[config.mk]
export PLATFORM = sky130hd
export DESIGN_NAME = uart_tx_brk_seq
export DESIGN_NICKNAME = d
export VERILOG_FILES = /design/src/rtl/uart_seq_pkg.sv /design/src/rtl/uart_bit_clock.sv /design/src/rtl/uart_frame_shifter.sv /design/src/rtl/uart_tx_arbiter.sv /design/src/rtl/uart_tx_brk_seq.sv
export SDC_FILE = /design/constraint.sdc
export NUM_CORES = 1
export LEC_CHECK = 0
export ABC_AREA = 1
export BUFFER_PORTS_ARGS = -buffer_cell sky130_fd_sc_hd__buf_2
export CAP_MARGIN = 15
export CORE_UTILIZATION = 58
export DETAILED_ROUTE_END_ITERATION = 8
export PLACE_DENSITY = 0.81
export SKIP_LAST_GASP = 1
export SLEW_MARGIN = 20
export SYNTH_ARGS = -nofsm -noshare
export SYNTH_HDL_FRONTEND = slang
export SYNTH_SLANG_ARGS = --single-unit
export TNS_END_PERCENT = 5
[constraint.sdc]
create_clock -name clk -period 2.65 [get_ports clk]
set_input_delay 0 -clock clk [delete_from_list [all_inputs] [get_ports clk]]
set_output_delay 0 -clock clk [all_outputs]
set_load 0.005 [all_outputs]
[src/rtl/uart_seq_pkg.sv]
package uart_seq_pkg;

  localparam int FRAME_MAX = 12;
  localparam int LEN_W     = $clog2(FRAME_MAX + 1);

  typedef enum logic [1:0] {
    SQ_RUN     = 2'd0,
    SQ_BREAK   = 2'd1,
    SQ_STOPPED = 2'd2
  } seq_state_t;

  typedef struct packed {
    logic [1:0] data_sel;
    logic       par_en;
    logic       par_odd;
    logic       two_stop;
  } frame_cfg_t;

  // Total bit count: start + data + parity + stop
  function automatic logic [LEN_W-1:0] frame_len(frame_cfg_t c);
    return LEN_W'(7 + int'(c.data_sel) + int'(c.par_en) + int'(c.two_stop));
  endfunction

  // Line pattern, bit 0 first on the wire; unused upper bits are stop level
  function automatic logic [FRAME_MAX-1:0] frame_bits(logic [7:0] d, frame_cfg_t c);
    logic [FRAME_MAX-1:0] f;
    logic                 p;
    int                   nd;
    nd   = 5 + int'(c.data_sel);
    f    = '1;
    f[0] = 1'b0;
    p    = c.par_odd;
    for (int i = 0; i < 8; i++) begin
      if (i < nd) begin
        f[1+i] = d[i];
        p      = p ^ d[i];
      end
    end
    if (c.par_en) f[1+nd] = p;
    return f;
  endfunction

endpackage

[src/rtl/uart_bit_clock.sv]
module uart_bit_clock #(
  parameter int DIV_W = 16
) (
  input  logic             clk,
  input  logic             rst_n,
  input  logic             en,
  input  logic             restart,
  input  logic [DIV_W-1:0] div,
  output logic             tick
);

  logic [DIV_W-1:0] cnt_q;
  logic [DIV_W-1:0] cnt_d;
  logic             cnt_en;

  assign tick   = en && (cnt_q == '0);
  assign cnt_en = restart || en;

  always_comb begin
    cnt_d = cnt_q;
    if (restart || tick) cnt_d = div;
    else if (en)         cnt_d = cnt_q - 1'b1;
  end

  always_ff @(posedge clk or negedge rst_n) begin
    if (!rst_n)      cnt_q <= '0;
    else if (cnt_en) cnt_q <= cnt_d;
  end

endmodule

[src/rtl/uart_frame_shifter.sv]
module uart_frame_shifter
  import uart_seq_pkg::*;
(
  input  logic                 clk,
  input  logic                 rst_n,
  input  logic                 load,
  input  logic [FRAME_MAX-1:0] frame,
  input  logic [LEN_W-1:0]     len,
  input  logic                 tick,
  output logic                 busy,
  output logic                 ready,
  output logic                 txd
);

  logic [FRAME_MAX-1:0] sh_q, sh_d;
  logic [LEN_W-1:0]     rem_q, rem_d;
  logic                 busy_q, busy_d;
  logic                 last_bit;

  assign last_bit = busy_q && tick && (rem_q == LEN_W'(1));
  assign ready    = !busy_q || last_bit;
  assign busy     = busy_q;
  assign txd      = busy_q ? sh_q[0] : 1'b1;

  always_comb begin
    sh_d   = sh_q;
    rem_d  = rem_q;
    busy_d = busy_q;
    if (load) begin
      sh_d   = frame;
      rem_d  = len;
      busy_d = 1'b1;
    end else if (busy_q && tick) begin
      sh_d  = {1'b1, sh_q[FRAME_MAX-1:1]};
      rem_d = rem_q - 1'b1;
      if (rem_q == LEN_W'(1)) busy_d = 1'b0;
    end
  end

  always_ff @(posedge clk or negedge rst_n) begin
    if (!rst_n) begin
      sh_q   <= '1;
      rem_q  <= '0;
      busy_q <= 1'b0;
    end else begin
      sh_q   <= sh_d;
      rem_q  <= rem_d;
      busy_q <= busy_d;
    end
  end

endmodule

[src/rtl/uart_tx_arbiter.sv]
module uart_tx_arbiter
  import uart_seq_pkg::*;
#(
  parameter int BRK_W = 16
) (
  input  logic             clk,
  input  logic             rst_n,
  input  logic             shf_ready_i,
  input  logic             stop_cmd_i,
  input  logic             restart_i,
  input  logic             oos_load_i,
  input  logic [7:0]       oos_data_i,
  input  logic             buf_valid_i,
  input  logic [7:0]       buf_data_i,
  input  logic [BRK_W-1:0] brk_count_i,
  output logic             load_o,
  output logic             load_brk_o,
  output logic [7:0]       load_data_o,
  output logic             buf_ready_o,
  output logic             oos_pending_o,
  output logic             stopped_o,
  output logic             done_o,
  output logic             in_break_o
);

  seq_state_t       state_q, state_d;
  logic             stop_q, stop_d, stop_now;
  logic             oosv_q, oosv_d;
  logic [7:0]       oos_q;
  logic [BRK_W-1:0] left_q, left_d;
  logic             done_q, done_d;

  always_comb begin
    state_d     = state_q;
    stop_d      = stop_q;
    oosv_d      = oosv_q;
    left_d      = left_q;
    done_d      = 1'b0;
    load_o      = 1'b0;
    load_brk_o  = 1'b0;
    load_data_o = buf_data_i;
    buf_ready_o = 1'b0;
    stop_now    = stop_q || stop_cmd_i;
    case (state_q)
      SQ_RUN: begin
        if (stop_cmd_i) stop_d = 1'b1;
        if (shf_ready_i) begin
          if (stop_now) begin
            stop_d = 1'b0;
            if (brk_count_i != '0) begin
              load_o     = 1'b1;
              load_brk_o = 1'b1;
              left_d     = brk_count_i - 1'b1;
              state_d    = SQ_BREAK;
            end else begin
              state_d = SQ_STOPPED;
              done_d  = 1'b1;
            end
          end else if (oosv_q) begin
            load_o      = 1'b1;
            load_data_o = oos_q;
            oosv_d      = 1'b0;
          end else begin
            buf_ready_o = 1'b1;
            load_o      = buf_valid_i;
          end
        end
      end
      SQ_BREAK: begin
        if (shf_ready_i) begin
          if (left_q != '0) begin
            load_o     = 1'b1;
            load_brk_o = 1'b1;
            left_d     = left_q - 1'b1;
          end else begin
            state_d = SQ_STOPPED;
            done_d  = 1'b1;
          end
        end
      end
      SQ_STOPPED: begin
        if (restart_i) state_d = SQ_RUN;
      end
      default: state_d = SQ_STOPPED;
    endcase
    if (oos_load_i) oosv_d = 1'b1;
  end

  always_ff @(posedge clk or negedge rst_n) begin
    if (!rst_n) begin
      state_q <= SQ_RUN;
      stop_q  <= 1'b0;
      oosv_q  <= 1'b0;
      left_q  <= '0;
      done_q  <= 1'b0;
    end else begin
      state_q <= state_d;
      stop_q  <= stop_d;
      oosv_q  <= oosv_d;
      left_q  <= left_d;
      done_q  <= done_d;
    end
  end

  always_ff @(posedge clk or negedge rst_n) begin
    if (!rst_n)          oos_q <= '0;
    else if (oos_load_i) oos_q <= oos_data_i;
  end

  assign oos_pending_o = oosv_q;
  assign stopped_o     = (state_q == SQ_STOPPED);
  assign in_break_o    = (state_q == SQ_BREAK);
  assign done_o        = done_q;

endmodule

[src/rtl/uart_tx_brk_seq.sv]
module uart_tx_brk_seq
  import uart_seq_pkg::*;
#(
  parameter int DIV_W = 16,
  parameter int BRK_W = 16
) (
  input  logic             clk,
  input  logic             rst_n,
  input  logic [DIV_W-1:0] bit_div_i,
  input  logic [1:0]       data_sel_i,
  input  logic             parity_en_i,
  input  logic             parity_odd_i,
  input  logic             two_stop_i,
  input  logic [7:0]       buf_data_i,
  input  logic             buf_valid_i,
  output logic             buf_ready_o,
  input  logic [7:0]       oos_data_i,
  input  logic             oos_load_i,
  output logic             oos_pending_o,
  input  logic             stop_cmd_i,
  input  logic             restart_i,
  input  logic [BRK_W-1:0] brk_count_i,
  output logic             txd_o,
  output logic             stopped_o,
  output logic             brk_done_o
);

  frame_cfg_t           cfg;
  logic                 ld, ld_brk;
  logic [7:0]           ld_data;
  logic [FRAME_MAX-1:0] ld_frame;
  logic [LEN_W-1:0]     ld_len;
  logic                 shf_busy, shf_ready, bit_tick;
  logic                 seq_in_break;

  assign cfg      = {data_sel_i, parity_en_i, parity_odd_i, two_stop_i};
  assign ld_frame = ld_brk ? '0 : frame_bits(ld_data, cfg);
  assign ld_len   = frame_len(cfg);

  uart_tx_arbiter #(.BRK_W(BRK_W)) u_arb (
    .clk           (clk),
    .rst_n         (rst_n),
    .shf_ready_i   (shf_ready),
    .stop_cmd_i    (stop_cmd_i),
    .restart_i     (restart_i),
    .oos_load_i    (oos_load_i),
    .oos_data_i    (oos_data_i),
    .buf_valid_i   (buf_valid_i),
    .buf_data_i    (buf_data_i),
    .brk_count_i   (brk_count_i),
    .load_o        (ld),
    .load_brk_o    (ld_brk),
    .load_data_o   (ld_data),
    .buf_ready_o   (buf_ready_o),
    .oos_pending_o (oos_pending_o),
    .stopped_o     (stopped_o),
    .done_o        (brk_done_o),
    .in_break_o    (seq_in_break)
  );

  uart_bit_clock #(.DIV_W(DIV_W)) u_clk (
    .clk     (clk),
    .rst_n   (rst_n),
    .en      (shf_busy),
    .restart (ld),
    .div     (bit_div_i),
    .tick    (bit_tick)
  );

  uart_frame_shifter u_shf (
    .clk   (clk),
    .rst_n (rst_n),
    .load  (ld),
    .frame (ld_frame),
    .len   (ld_len),
    .tick  (bit_tick),
    .busy  (shf_busy),
    .ready (shf_ready),
    .txd   (txd_o)
  );

endmodule

==> metrics <==
Post-synth EDFFs=0; global-route wire length before repair=18.35 mm; slew of the pin with the lowest slew margin=0.8494 ns; Hold WC Path Type=in2reg; port buffer count=63; buffers and inverters on the worst path=6; initial antenna violation count=0; signed area change from the synthesized netlist to the final layout=30.60%; number of endpoints with negative hold slack in the final report=0; maximum number of pins on one net before global-route repair=37; CTS tree=done; Max H-tree Level=3; unrepaired setup endpoints after global routing=yes; slowest stage cell, crit path=sky130_fd_sc_hd__dfrtp_1; final antenna diode count=0; initial core utilization=0.6028; weighted congestion reported at the end of routability-driven placement=0.8797; top_reg_cell synth=sky130_fd_sc_hd__dfrtp_1; clock buffer count from CTS=9; area taken by flip-flops and latches=0.001569 sq mm; Fillers=536; Top Ports=64; Max Cap Violations=0; die span in x=89.06 microns; routed vias/inst=5.539; result of the run=finished clean; met1 Usage GRT=0.3744; number of vias in the routed layout=4775; shortest clock period the worst path allows after layout=2.583 ns; worst clock skew=0.008272 ns; vias in the first global route=4279; clock buffer depth=2; gr usage total=0.2976; M2 GR Usage=0.5063; chip height=89.06 microns; combined area of the multi-input logic cells=0.002540 sq mm; data arrival time of the worst path=2.86 ns; Overflow after GRT=0; layer with the highest usage=met2; worst rel slew slack=0.4338; final-report setup violation count=0; crit path max fanout=6; root buf cell=sky130_fd_sc_hd__clkbuf_8; drc violations=0; # clock sinks=62; setup_tns=0 ns; endpoint kind of the worst setup timing path=flip-flop; Wirelength per Cell=14.17 microns; met3 Track Usage GR=0.04894; area share of the largest cell type after synthesis=0.2847; fraction of the cycle the final worst path needs=0.9747; cell area after synthesis=0.004395 sq mm; Post-Synthesis Net Count=710; DP Wirelength=7.789 mm; initial drt markers=400; top cell family by delay on the critical path=simple AND/OR/NAND/NOR gates; num rows=31; Max Fclk=387.2 MHz; area after detailed placement=0.004845 sq mm; synthesized instance count=641; DP Cell Count=796; final instance count without filler cells=862; number of nets in the layout=827; antenna-violating nets left=0; count of warnings emitted by yosys=0; data required time of the critical path=2.92 ns; clock transition at the registers of the reported paths=0.08 ns; register bit total from synthesis=62; Leakage=2.924 nW; share of flip-flops with an asynchronous set or reset after synthesis=1.000; Total Wirelength=12.21 mm; sequential-to-total area share from yosys stat=0.3564; number of library cell types mapped by synthesis=46; main area contributors after synthesis=sky130_fd_sc_hd__dfrtp_1 (28%), sky130_fd_sc_hd__nand2_1 (16%), sky130_fd_sc_hd__dfstp_2 (7.2%); area enclosed by the die boundary=0.007931 sq mm; cell type with the largest total area after synthesis=sky130_fd_sc_hd__dfrtp_1; sort of element at the start of the critical path=flip-flop; IR drop worst, VDD=0.2731 mV; type of the worst setup path=reg2reg; total non-filler cell area in the finished layout=0.005741 sq mm; Clk Latency, worst-skew pair=0.35 ns; minimum hold slack=0.001152 ns; syn_area_per_cell=6.857 sq um; number of slew-limit violations in the final report=0; slowest cell delay on critical path=0.40 ns; floorplan core area=0.007292 sq mm; ordered list of cells on the worst path=inv_2 > ha_4 > nand2_1 > inv_2 > nand2_2 > nor2_4 > nand3_4 > nand2_4 > buf_4 > nand4_1 > nand3_2 > inv_1 > nand2_1 > nand2_1 > inv_1 > nand2_2 > nand2_2 > nand2_2 > nand2_4 > inv_2 > nand4_1 > nand2_1 > a21oi_2; TritonRoute pass-1 iters=5; fraction of layout instances using a drive strength above 1=0.2634; power per cell area=492.6 mW/mm^2
## layer usage
metal	wire [microns]	vias to the layer above
met5	0	-
met2	5977	178
li1	-	2317
met3	695	40
met1	5188	2240
met4	351	0
## final timing paths
kind,from,end,slack [ns],cells after the start
worst max register to register,u_clk.cnt_q[1],u_shf.sh_q[9],0.07,23
worst max-delay path,u_clk.cnt_q[1],u_shf.sh_q[9],0.07,23
min in group asynchronous,rst_n,u_clk.cnt_q[11],0.29,2
worst min register to register,u_shf.sh_q[4],u_shf.sh_q[4],0.47,2
worst min-delay path,oos_load_i,u_arb.oos_pending_o,0.001,3
max in group asynchronous,rst_n,u_arb.state_q[1],1.59,3
## placed cells by master, fill, tap and decap left out, types with 5 or more instances in the layout
cell type                       instances
sky130_fd_sc_hd__buf_2                 63
sky130_fd_sc_hd__o21ai_2                6
sky130_fd_sc_hd__a21oi_1               14
sky130_fd_sc_hd__xor2_1                10
sky130_fd_sc_hd__inv_2                 14
sky130_fd_sc_hd__buf_4                 32
sky130_fd_sc_hd__o211ai_1              10
sky130_fd_sc_hd__nand2_1              175
sky130_fd_sc_hd__o21ai_0               33
sky130_fd_sc_hd__dfrtp_1               48
sky130_fd_sc_hd__a31oi_1                8
sky130_fd_sc_hd__nor4_1                 5
sky130_fd_sc_hd__inv_1                 78
sky130_fd_sc_hd__nand2_2               10
sky130_fd_sc_hd__clkbuf_8               9
sky130_fd_sc_hd__dfstp_2               12
sky130_fd_sc_hd__nor2_1                46
sky130_fd_sc_hd__nand4_1               18
sky130_fd_sc_hd__ha_1                   8
sky130_fd_sc_hd__nand3_2                9
sky130_fd_sc_hd__nand3_1               28
sky130_fd_sc_hd__dlygate4sd3_1         27
sky130_fd_sc_hd__nor2_4                 7
sky130_fd_sc_hd__o21ai_1               26
## Yosys cell counts (12+ instances only)
| master | n |
|---|---|
| sky130_fd_sc_hd__nand2_1 | 187 |
| sky130_fd_sc_hd__inv_1 | 80 |
| sky130_fd_sc_hd__dfrtp_1 | 50 |
| sky130_fd_sc_hd__nor2_1 | 49 |
| sky130_fd_sc_hd__nand3_1 | 35 |
| sky130_fd_sc_hd__o21ai_0 | 33 |
| sky130_fd_sc_hd__o21ai_1 | 27 |
| sky130_fd_sc_hd__nand4_1 | 18 |
| sky130_fd_sc_hd__a21oi_1 | 16 |
| sky130_fd_sc_hd__inv_2 | 14 |
| sky130_fd_sc_hd__dfstp_2 | 12 |
## layout make-up
| cell class | count | area share |
|---|---|---|
| clock buffers | 9 | 0.02158 |
| clock inverters | 7 | 0.02136 |
| inverters | 97 | 0.06691 |
| multi-input cells | 462 | 0.4425 |
| flip-flops and latches | 62 | 0.2733 |
| well taps | 99 | 0.02158 |
| repair buffers | 125 | 0.1513 |
| repair inverters | 1 | 0.001526 |
## repair_timing
item,4_1_cts,5_1_grt
endpoints found under the setup margin,0,29
hold buffers,27,0
resized for setup,0,54
buffers inserted,0,18
endpoints found under the hold margin,56,0
## metrics by stage
step | util | power (W) | setup WS [ns]
final | 0.7872 | 0.002828 | 0.06711
after global placement | 0.6644 | 0.001643 | 0.1580
after CTS | 0.7352 | 0.002729 | 0.03263
after detailed placement | 0.6644 | 0.001669 | 0.07131
after floorplan | - | 0.001503 | 0.3290
after global routing | 0.7872 | 0.002982 | -0.1289
## sequential cells by signal, indices dropped and copies added (netlist names)
| register | flops |
|---|---|
| u_shf.busy | 1 |
| u_arb.oos_q | 8 |
| u_shf.sh_q | 12 |
| u_clk.cnt_q | 16 |
| u_arb.state_q | 2 |
| u_arb.stop_q | 1 |
| u_shf.rem_q | 4 |
| u_arb.oos_pending_o | 1 |
| u_arb.done_o | 1 |
| u_arb.left_q | 16 |
## cell families after synthesis
kind of cell / Yosys count / share of synthesized area
adder cells (fa/ha/maj): 10 / 0.03017
buffers and inverters: 120 / 0.1119
AO/OA/AOI/OAI: 114 / 0.1512
AND/OR/NAND/NOR: 321 / 0.3225
flip-flops: 62 / 0.3564
XOR/XNOR: 14 / 0.02789
## report_power, final
part / internal [W] / switching [W]
Clock: 0.000627 / 0.000409
Combinational: 0.000295 / 0.000358
Sequential: 0.00105 / 0.0000872
## tightest hold or removal path, cell delays in order
cell and delay, ns:
sky130_fd_sc_hd__buf_2 0.17, sky130_fd_sc_hd__inv_1 0.09, sky130_fd_sc_hd__nand2_1 0.05
Note: power is estimated with default switching activity, not from simulation.
